[config.mk]
export PLATFORM = sky130hd
export DESIGN_NAME = rf3w_serializer
export DESIGN_NICKNAME = d
export VERILOG_FILES = /design/src/rtl/rf3w_pkg.sv /design/src/rtl/rf3w_framer.sv /design/src/rtl/rf3w_shifter.sv /design/src/rtl/rf3w_serializer.sv
export SDC_FILE = /design/constraint.sdc
export NUM_CORES = 1
export LEC_CHECK = 0
export BUFFER_PORTS_ARGS = -buffer_cell sky130_fd_sc_hd__buf_4
export CAP_MARGIN = 30
export CORE_MARGIN = 2
export CORE_UTILIZATION = 35
export DETAILED_ROUTE_END_ITERATION = 8
export PLACE_DENSITY = 0.52
export REMOVE_ABC_BUFFERS = 1
export SYNTH_ARGS = -nofsm -noshare
export SYNTH_HDL_FRONTEND = slang
export SYNTH_SLANG_ARGS = --single-unit
export TNS_END_PERCENT = 10
[constraint.sdc]
create_clock -name clk -period 2.6 [get_ports clk]
set_input_delay 0.52 -clock clk [delete_from_list [all_inputs] [get_ports clk]]
set_output_delay 0.52 -clock clk [all_outputs]
set_load 0.05 [all_outputs]
[src/rtl/rf3w_pkg.sv]
package rf3w_pkg;

    localparam int ADDR_W  = 7;
    localparam int DATA_W  = 24;
    localparam int FRAME_W = 32;
    localparam int NB_W    = 6;

    localparam logic [2:0] TYPE_A = 3'd0;
    localparam logic [2:0] TYPE_B = 3'd1;
    localparam logic [2:0] TYPE_C = 3'd2;
    localparam logic [2:0] TYPE_D = 3'd3;

    typedef struct packed {
        logic [FRAME_W-1:0] bits;
        logic [NB_W-1:0]    nbits;
        logic               lsb_first;
        logic               known;
    } frame_t;

    typedef enum logic [2:0] {
        ST_IDLE,
        ST_LOW,
        ST_HIGH,
        ST_TAIL,
        ST_LATCH,
        ST_RECOV
    } sh_state_e;

    function automatic logic [3:0] rev4(input logic [3:0] n);
        return {n[0], n[1], n[2], n[3]};
    endfunction

endpackage

[src/rtl/rf3w_framer.sv]
module rf3w_framer
    import rf3w_pkg::*;
(
    input  logic [2:0]        rf_type,
    input  logic [ADDR_W-1:0] addr,
    input  logic [DATA_W-1:0] data,
    output frame_t            frame
);

    localparam int NIBS = 4;

    logic [NIBS*4-1:0] drev;
    logic [3:0]        arev;

    // nibble-wise bit reversal of the low data half-word
    for (genvar g = 0; g < NIBS; g++) begin : g_nib
        assign drev[g*4 +: 4] = rev4(data[g*4 +: 4]);
    end

    assign arev = rev4(addr[4:1]);

    always_comb begin
        frame = '0;
        case (rf_type)
            TYPE_A: begin
                frame.bits[15:0] = {data[11:0], addr[3:0]};
                frame.nbits      = NB_W'(16);
                frame.lsb_first  = 1'b0;
                frame.known      = 1'b1;
            end
            TYPE_B: begin
                frame.bits       = {data[23:0], 1'b1, addr[6:0]};
                frame.nbits      = NB_W'(32);
                frame.lsb_first  = 1'b1;
                frame.known      = 1'b1;
            end
            TYPE_C: begin
                frame.bits[21:0] = {1'b0, drev[15:12], addr[0], arev,
                                    drev[3:0], drev[7:4], drev[11:8]};
                frame.nbits      = NB_W'(22);
                frame.lsb_first  = 1'b0;
                frame.known      = 1'b1;
            end
            TYPE_D: begin
                frame.bits[21:0] = {data[17:0], addr[3:0]};
                frame.nbits      = NB_W'(22);
                frame.lsb_first  = 1'b0;
                frame.known      = 1'b1;
            end
            default: begin
                frame.known      = 1'b0;
            end
        endcase
    end

endmodule

[src/rtl/rf3w_shifter.sv]
module rf3w_shifter
    import rf3w_pkg::*;
#(
    parameter int HI_CYC = 4,
    parameter int LO_CYC = 4
) (
    input  logic   clk,
    input  logic   rst_n,
    input  logic   start,
    input  frame_t frame_i,
    output logic   busy,
    output logic   ser_clk,
    output logic   ser_data,
    output logic   ser_le
);

    localparam int CMAX  = (HI_CYC > LO_CYC) ? HI_CYC : LO_CYC;
    localparam int CNT_W = $clog2(CMAX + 1);
    localparam logic [CNT_W-1:0] HI_LOAD = CNT_W'(HI_CYC - 1);
    localparam logic [CNT_W-1:0] LO_LOAD = CNT_W'(LO_CYC - 1);

    typedef struct packed {
        sh_state_e          st;
        logic [CNT_W-1:0]   cnt;
        logic [NB_W-1:0]    rem;
        logic [FRAME_W-1:0] sh;
        logic               lsb;
        logic               sclk;
        logic               sdat;
        logic               le;
    } sh_regs_t;

    sh_regs_t r_d, r_q;

    logic               go;
    logic [NB_W-1:0]    shamt;
    logic [FRAME_W-1:0] load_sh;
    logic [FRAME_W-1:0] next_sh;

    assign go    = start && frame_i.known && (r_q.st == ST_IDLE);
    assign shamt = NB_W'(FRAME_W) - frame_i.nbits;

    // MSB-first frames are left-aligned so the outgoing bit is always bit 31
    assign load_sh = frame_i.lsb_first ? frame_i.bits : (frame_i.bits << shamt);
    assign next_sh = r_q.lsb ? (r_q.sh >> 1) : (r_q.sh << 1);

    always_comb begin
        r_d = r_q;
        case (r_q.st)
            ST_IDLE: begin
                if (go) begin
                    r_d.st   = ST_LOW;
                    r_d.cnt  = LO_LOAD;
                    r_d.sh   = load_sh;
                    r_d.lsb  = frame_i.lsb_first;
                    r_d.rem  = frame_i.nbits - NB_W'(1);
                    r_d.sdat = frame_i.lsb_first ? load_sh[0] : load_sh[FRAME_W-1];
                    r_d.sclk = 1'b0;
                    r_d.le   = 1'b0;
                end
            end
            ST_LOW: begin
                if (r_q.cnt == '0) begin
                    r_d.st   = ST_HIGH;
                    r_d.cnt  = HI_LOAD;
                    r_d.sclk = 1'b1;
                end else begin
                    r_d.cnt = r_q.cnt - CNT_W'(1);
                end
            end
            ST_HIGH: begin
                if (r_q.cnt == '0) begin
                    r_d.sclk = 1'b0;
                    r_d.cnt  = LO_LOAD;
                    if (r_q.rem == '0) begin
                        r_d.st   = ST_TAIL;
                        r_d.sdat = 1'b0;
                    end else begin
                        r_d.st   = ST_LOW;
                        r_d.sh   = next_sh;
                        r_d.rem  = r_q.rem - NB_W'(1);
                        r_d.sdat = r_q.lsb ? next_sh[0] : next_sh[FRAME_W-1];
                    end
                end else begin
                    r_d.cnt = r_q.cnt - CNT_W'(1);
                end
            end
            ST_TAIL: begin
                if (r_q.cnt == '0) begin
                    r_d.st  = ST_LATCH;
                    r_d.cnt = HI_LOAD;
                    r_d.le  = 1'b1;
                end else begin
                    r_d.cnt = r_q.cnt - CNT_W'(1);
                end
            end
            ST_LATCH: begin
                if (r_q.cnt == '0) begin
                    r_d.st  = ST_RECOV;
                    r_d.cnt = LO_LOAD;
                    r_d.le  = 1'b0;
                end else begin
                    r_d.cnt = r_q.cnt - CNT_W'(1);
                end
            end
            ST_RECOV: begin
                if (r_q.cnt == '0) begin
                    r_d.st = ST_IDLE;
                end else begin
                    r_d.cnt = r_q.cnt - CNT_W'(1);
                end
            end
            default: begin
                r_d.st = ST_IDLE;
            end
        endcase
    end

    always_ff @(posedge clk or negedge rst_n) begin
        if (!rst_n) begin
            r_q    <= '0;
            r_q.st <= ST_IDLE;
        end else begin
            r_q <= r_d;
        end
    end

    assign busy     = (r_q.st != ST_IDLE);
    assign ser_clk  = r_q.sclk;
    assign ser_data = r_q.sdat;
    assign ser_le   = r_q.le;

    // ---------------- checker state ----------------
    logic [CNT_W:0]  hi_run_q;
    logic [NB_W:0]   edge_cnt_q;
    logic [NB_W-1:0] nb_q;

    always_ff @(posedge clk or negedge rst_n) begin
        if (!rst_n) begin
            hi_run_q   <= '0;
            edge_cnt_q <= '0;
            nb_q       <= '0;
        end else begin
            hi_run_q <= ser_clk ? hi_run_q + (CNT_W+1)'(1) : '0;
            if (go) begin
                edge_cnt_q <= '0;
                nb_q       <= frame_i.nbits;
            end else if (r_d.sclk && !r_q.sclk) begin
                edge_cnt_q <= edge_cnt_q + (NB_W+1)'(1);
            end
        end
    end

    // each high phase of the serial clock lasts HI_CYC cycles
    a_r7_high_len: assert property (@(posedge clk) disable iff (!rst_n)
        (!ser_clk && $past(ser_clk)) |-> (hi_run_q == (CNT_W+1)'(HI_CYC)));

    // data holds while the clock is high and across its rising edge
    a_r8_data_hold_high: assert property (@(posedge clk) disable iff (!rst_n)
        (ser_clk && $past(ser_clk)) |-> $stable(ser_data));
    a_r8_data_hold_rise: assert property (@(posedge clk) disable iff (!rst_n)
        $rose(ser_clk) |-> $stable(ser_data));

    // latch strobe only after every bit has been clocked, never with clock high
    a_r9_le_after_last: assert property (@(posedge clk) disable iff (!rst_n)
        $rose(ser_le) |-> (edge_cnt_q == {1'b0, nb_q}));
    a_r9_le_clk_low: assert property (@(posedge clk) disable iff (!rst_n)
        ser_le |-> !ser_clk);

    // any wire activity happens only while the poll bit is set
    a_r10_active_busy: assert property (@(posedge clk) disable iff (!rst_n)
        (ser_clk || ser_le) |-> busy);

endmodule

[src/rtl/rf3w_serializer.sv]
module rf3w_serializer
    import rf3w_pkg::*;
#(
    parameter int HI_CYC = 4,
    parameter int LO_CYC = 4
) (
    input  logic              clk,
    input  logic              rst_n,
    input  logic              cmd_valid,
    input  logic [2:0]        cmd_type,
    input  logic [ADDR_W-1:0] cmd_addr,
    input  logic [DATA_W-1:0] cmd_data,
    output logic              poll_busy,
    output logic              cmd_err,
    output logic              rf_data,
    output logic              rf_clk,
    output logic              rf_le
);

    typedef struct packed {
        logic err;
    } top_regs_t;

    top_regs_t t_d, t_q;
    frame_t    frame;
    logic      start;
    logic      busy;

    rf3w_framer u_framer (
        .rf_type (cmd_type),
        .addr    (cmd_addr),
        .data    (cmd_data),
        .frame   (frame)
    );

    assign start = cmd_valid && !busy && frame.known;

    rf3w_shifter #(
        .HI_CYC (HI_CYC),
        .LO_CYC (LO_CYC)
    ) u_shifter (
        .clk      (clk),
        .rst_n    (rst_n),
        .start    (start),
        .frame_i  (frame),
        .busy     (busy),
        .ser_clk  (rf_clk),
        .ser_data (rf_data),
        .ser_le   (rf_le)
    );

    always_comb begin
        t_d     = t_q;
        t_d.err = cmd_valid && !busy && !frame.known;
    end

    always_ff @(posedge clk or negedge rst_n) begin
        if (!rst_n) begin
            t_q <= '0;
        end else begin
            t_q <= t_d;
        end
    end

    assign poll_busy = busy;
    assign cmd_err   = t_q.err;

    // a refused command never starts a transfer
    a_r6_err_not_busy: assert property (@(posedge clk) disable iff (!rst_n)
        cmd_err |-> !poll_busy);
    a_r6_unknown_idle: assert property (@(posedge clk) disable iff (!rst_n)
        (cmd_valid && !poll_busy && cmd_type[2]) |=> (!poll_busy && cmd_err));

    // an accepted command sets the poll bit in the next cycle
    a_r10_poll_set: assert property (@(posedge clk) disable iff (!rst_n)
        (cmd_valid && !poll_busy && !cmd_type[2]) |=> (poll_busy && !cmd_err));

endmodule

==> flow_metrics.tcl <==
set metrics [dict create \
    outcome "complete, no violations" \
    synth_ff_type "dfrtp_1" \
    cap_violations 0 \
    cts_tree "done" \
    async_flop_share_pct 100 \
    drt_iter0_drc 251 \
    io_pins 42 \
    core_sq_um 10900 \
    multi_input_area_sq_um 2460 \
    cts_max_level 2 \
    maxSlewViolCount 0 \
    synth_cells 460 \
    critPathArrivalTime_ps 1840 \
    r2r_slack_ps 250 \
    synth_adder_area_share_pct 1.91 \
    start_kind "flip-flop" \
    tightest_slew_ps 710 \
    cts_made_buffers 5 \
    clk_pin_slew_ps 100 \
    period_share_pct 90.8 \
    synth-simple-area-share_pct 18.7 \
    clk_path_buf_depth 2 \
    synth_area_sq_um 3940 \
    vias_per_cell 5.93 \
    layout-drive-gt1-share_pct 20.5 \
    gp_congestion 0.879 \
    worstSetupPathType "reg -> out" \
    drc 0 \
    initial_core_util_pct 36.2 \
    postSynthAreaPerCell_sq_um 8.56 \
    hold_class "in -> async" \
    setup_viol 0 \
    crit_end "poll_busy" \
    area.growth.synth_to_final_pct 15.6 \
    holdWs_ps 221 \
    synth_compound_area_share_pct 23.2 \
    grt_pass1_vias 3610 \
    routed_wl_um 12500 \
    synth_xor_area_share_pct 0.445 \
    dr_total_vias 3746 \
    num_rows 38 \
    dp_hpwl_um 8940 \
    track_usage_pct 21.3 \
    ys_types 56 \
    die-area_sq_um 12100 \
    fp.dieW_um 110 \
    grt_pass1_wl_um 20000 \
    synth_top_family_by_area "compound AO/OA/AOI/OAI gates" \
    critPathLaunch "u_shifter.r_q[45]" \
    wl_per_cell_um 19.7 \
    synth_edf_count 0 \
    antenna_found_initial 0 \
    muxShareOfSynthArea_pct 18.0 \
    synth_seq_cells 49 \
    clock_latency_ps 310 \
    worst_clock_skew_ps 3.48 \
    fill_cells 1114 \
    timing.rr.start "u_shifter.r_q[45]" \
    relSlewSlack_pct 52.7 \
    hold_violations 0 \
    io_buffer_count 41 \
    yosysWarningCount 0 \
    overflow 0 \
    cts-root-buf "clkbuf_8" \
    cts_sinks 49 \
    fmax_mhz 424 \
    yosysSeqAreaShare_pct 31.1 \
    ant_nets 0 \
    die_y_um 110 \
    fin_ws_ps 240 \
    diodes 0 \
    critPathRequiredTime_ps 2080 \
    hold_buffers 0 \
    grt_start_max_net_pins 59 \
    crit_path_end_kind "output pin" \
    ir_worst_vdd_mv 0.369 \
    dr.pass1.iters 5 \
    rsz0062_at_grt "no" \
    cp_max_fo 14 \
    nNetsFinal 535 \
    fin_crit_ps 2360 \
    r2r-end "u_shifter.r_q[26]" \
    reg2reg_depth 6 \
    powerDensity_nw_per_um2 952 \
    p_leak_nw 1.89 \
    pre_cts_ws_ps 31.2 \
    regArea_sq_um 1230 \
]
[how the worst min path moves through the flow]
stage | cells after the start | endpoint | slack, ps
2_1_floorplan | 0 | cmd_err | 220
3_3_place_gp | 1 | u_shifter.r_q[4] | 500
3_5_place_dp | 1 | u_shifter.r_q[43] | 490
4_1_cts | 1 | cmd_err | 260
5_1_grt | 1 | u_shifter.r_q[26] | 270
6_report | 1 | u_shifter.r_q[26] | 220
[cells by family after synthesis]
| logic type | count (synthesis) |
|---|---|
| flops | 49 |
| xor+xnor | 2 |
| buf+inv | 57 |
| fa+ha+maj | 6 |
| compound gates | 138 |
| simple gates | 139 |
| mux | 69 |
[placed cells by master, fill, tap and decap left out, drive strengths merged, types with 5 or more instances in the layout]
cell | netlist | routed
buf | 21 | 70
mux2i | 55 | 55
dfrtp | 49 | 49
nor2 | 34 | 34
a31oi | 29 | 29
nor3 | 27 | 27
a21oi | 26 | 26
nand2 | 24 | 24
o22ai | 22 | 22
o21ai | 20 | 20
mux2 | 14 | 14
inv | 12 | 12
nand3 | 11 | 11
nor3b | 10 | 10
nand2b | 6 | 6
a22oi | 6 | 6
ha | 6 | 6
a22o | 5 | 5
o221ai | 5 | 5
nand3b | 5 | 5
clkbuf | 24 | 5
[state kept, by name (all words and copies together), names as in the netlist]
name / flops
u_shifter.r_q: 45
cmd_err: 1
u_shifter.ser_clk: 1
u_shifter.ser_data: 1
u_shifter.ser_le: 1
[cell usage after synthesis, types with 3 or more instances]
| cell type | n | area share (%) |
|---|---|---|
| dfrtp_1 | 49 | 31 |
| a221o_1 | 4 | 1.0 |
| mux2i_1 | 55 | 14 |
| a32oi_1 | 3 | 0.67 |
| nand2_1 | 24 | 2.3 |
| o221ai_1 | 5 | 1.1 |
| buf_6 | 3 | 0.86 |
| nor4b_1 | 3 | 0.67 |
| buf_2 | 15 | 1.9 |
| nor2b_1 | 4 | 0.64 |
| nand3_1 | 11 | 1.4 |
| a22o_1 | 5 | 1.1 |
| o21ai_0 | 20 | 2.5 |
| clkbuf_1 | 24 | 2.3 |
| nand2b_1 | 6 | 0.95 |
| nor3_1 | 27 | 3.4 |
| ha_1 | 6 | 1.9 |
| mux2_2 | 14 | 4.0 |
| a22oi_1 | 6 | 1.1 |
| nand3b_1 | 5 | 0.95 |
| a31oi_1 | 29 | 4.6 |
| nor2_1 | 34 | 3.2 |
| nor3b_1 | 8 | 1.5 |
| a21o_1 | 3 | 0.57 |
| inv_1 | 12 | 1.1 |
| a21oi_1 | 26 | 3.3 |
| o22ai_1 | 22 | 3.5 |
[per-layer routing]
layer | wire, um | GRT usage, % | vias up
met5 | 0 | 0 | -
met4 | 380 | 9.04 | 0
met3 | 709 | 3.53 | 25
met2 | 5910 | 33.7 | 122
met1 | 5480 | 28.8 | 1815
li1 | - | - | 1784
[power by group]
group / leakage (nW) / internal (mW) / switching (mW)
registers: 0.606 / 1.11 / 0.365
logic: 1.23 / 1.02 / 1.28
clock network: 0.0540 / 0.280 / 0.280
[stage by stage]
step	util (%)	std cells	setup TNS [ps]	total power, mW	instance area, sq um
2_1_floorplan	-	415	-45920	3.01	3720
3_3_place_gp	40.8	625	0	3.74	4440
3_5_place_dp	40.8	625	0	3.77	4440
4_1_cts	41.7	632	0	4.34	4540
5_1_grt	41.8	632	0	4.68	4550
6_report	41.8	632	0	4.34	4550
[layout make-up]
cell class                 instances  share of cell area, %
clock buffer                       5                   1.51
sequential                        49                   26.9
tap                              140                   3.85
timing repair buffer              70                   11.8
multi-input combinational        354                   54.1
inverter                          12                  0.989
clock inverter                     2                  0.769
[what timing repair did]
action	in CTS	in global routing
hold endpoints to repair	0	0
gates resized for setup	0	1
endpoints found under the setup margin	0	6
buffers inserted	0	0
[worst max-delay path, stage by stage, from the launching register on]
cell	delay [ps]
dfrtp_1	550
nor3_1	420
inv_1	290
buf_4	270
(Power assumes the default switching activity.)
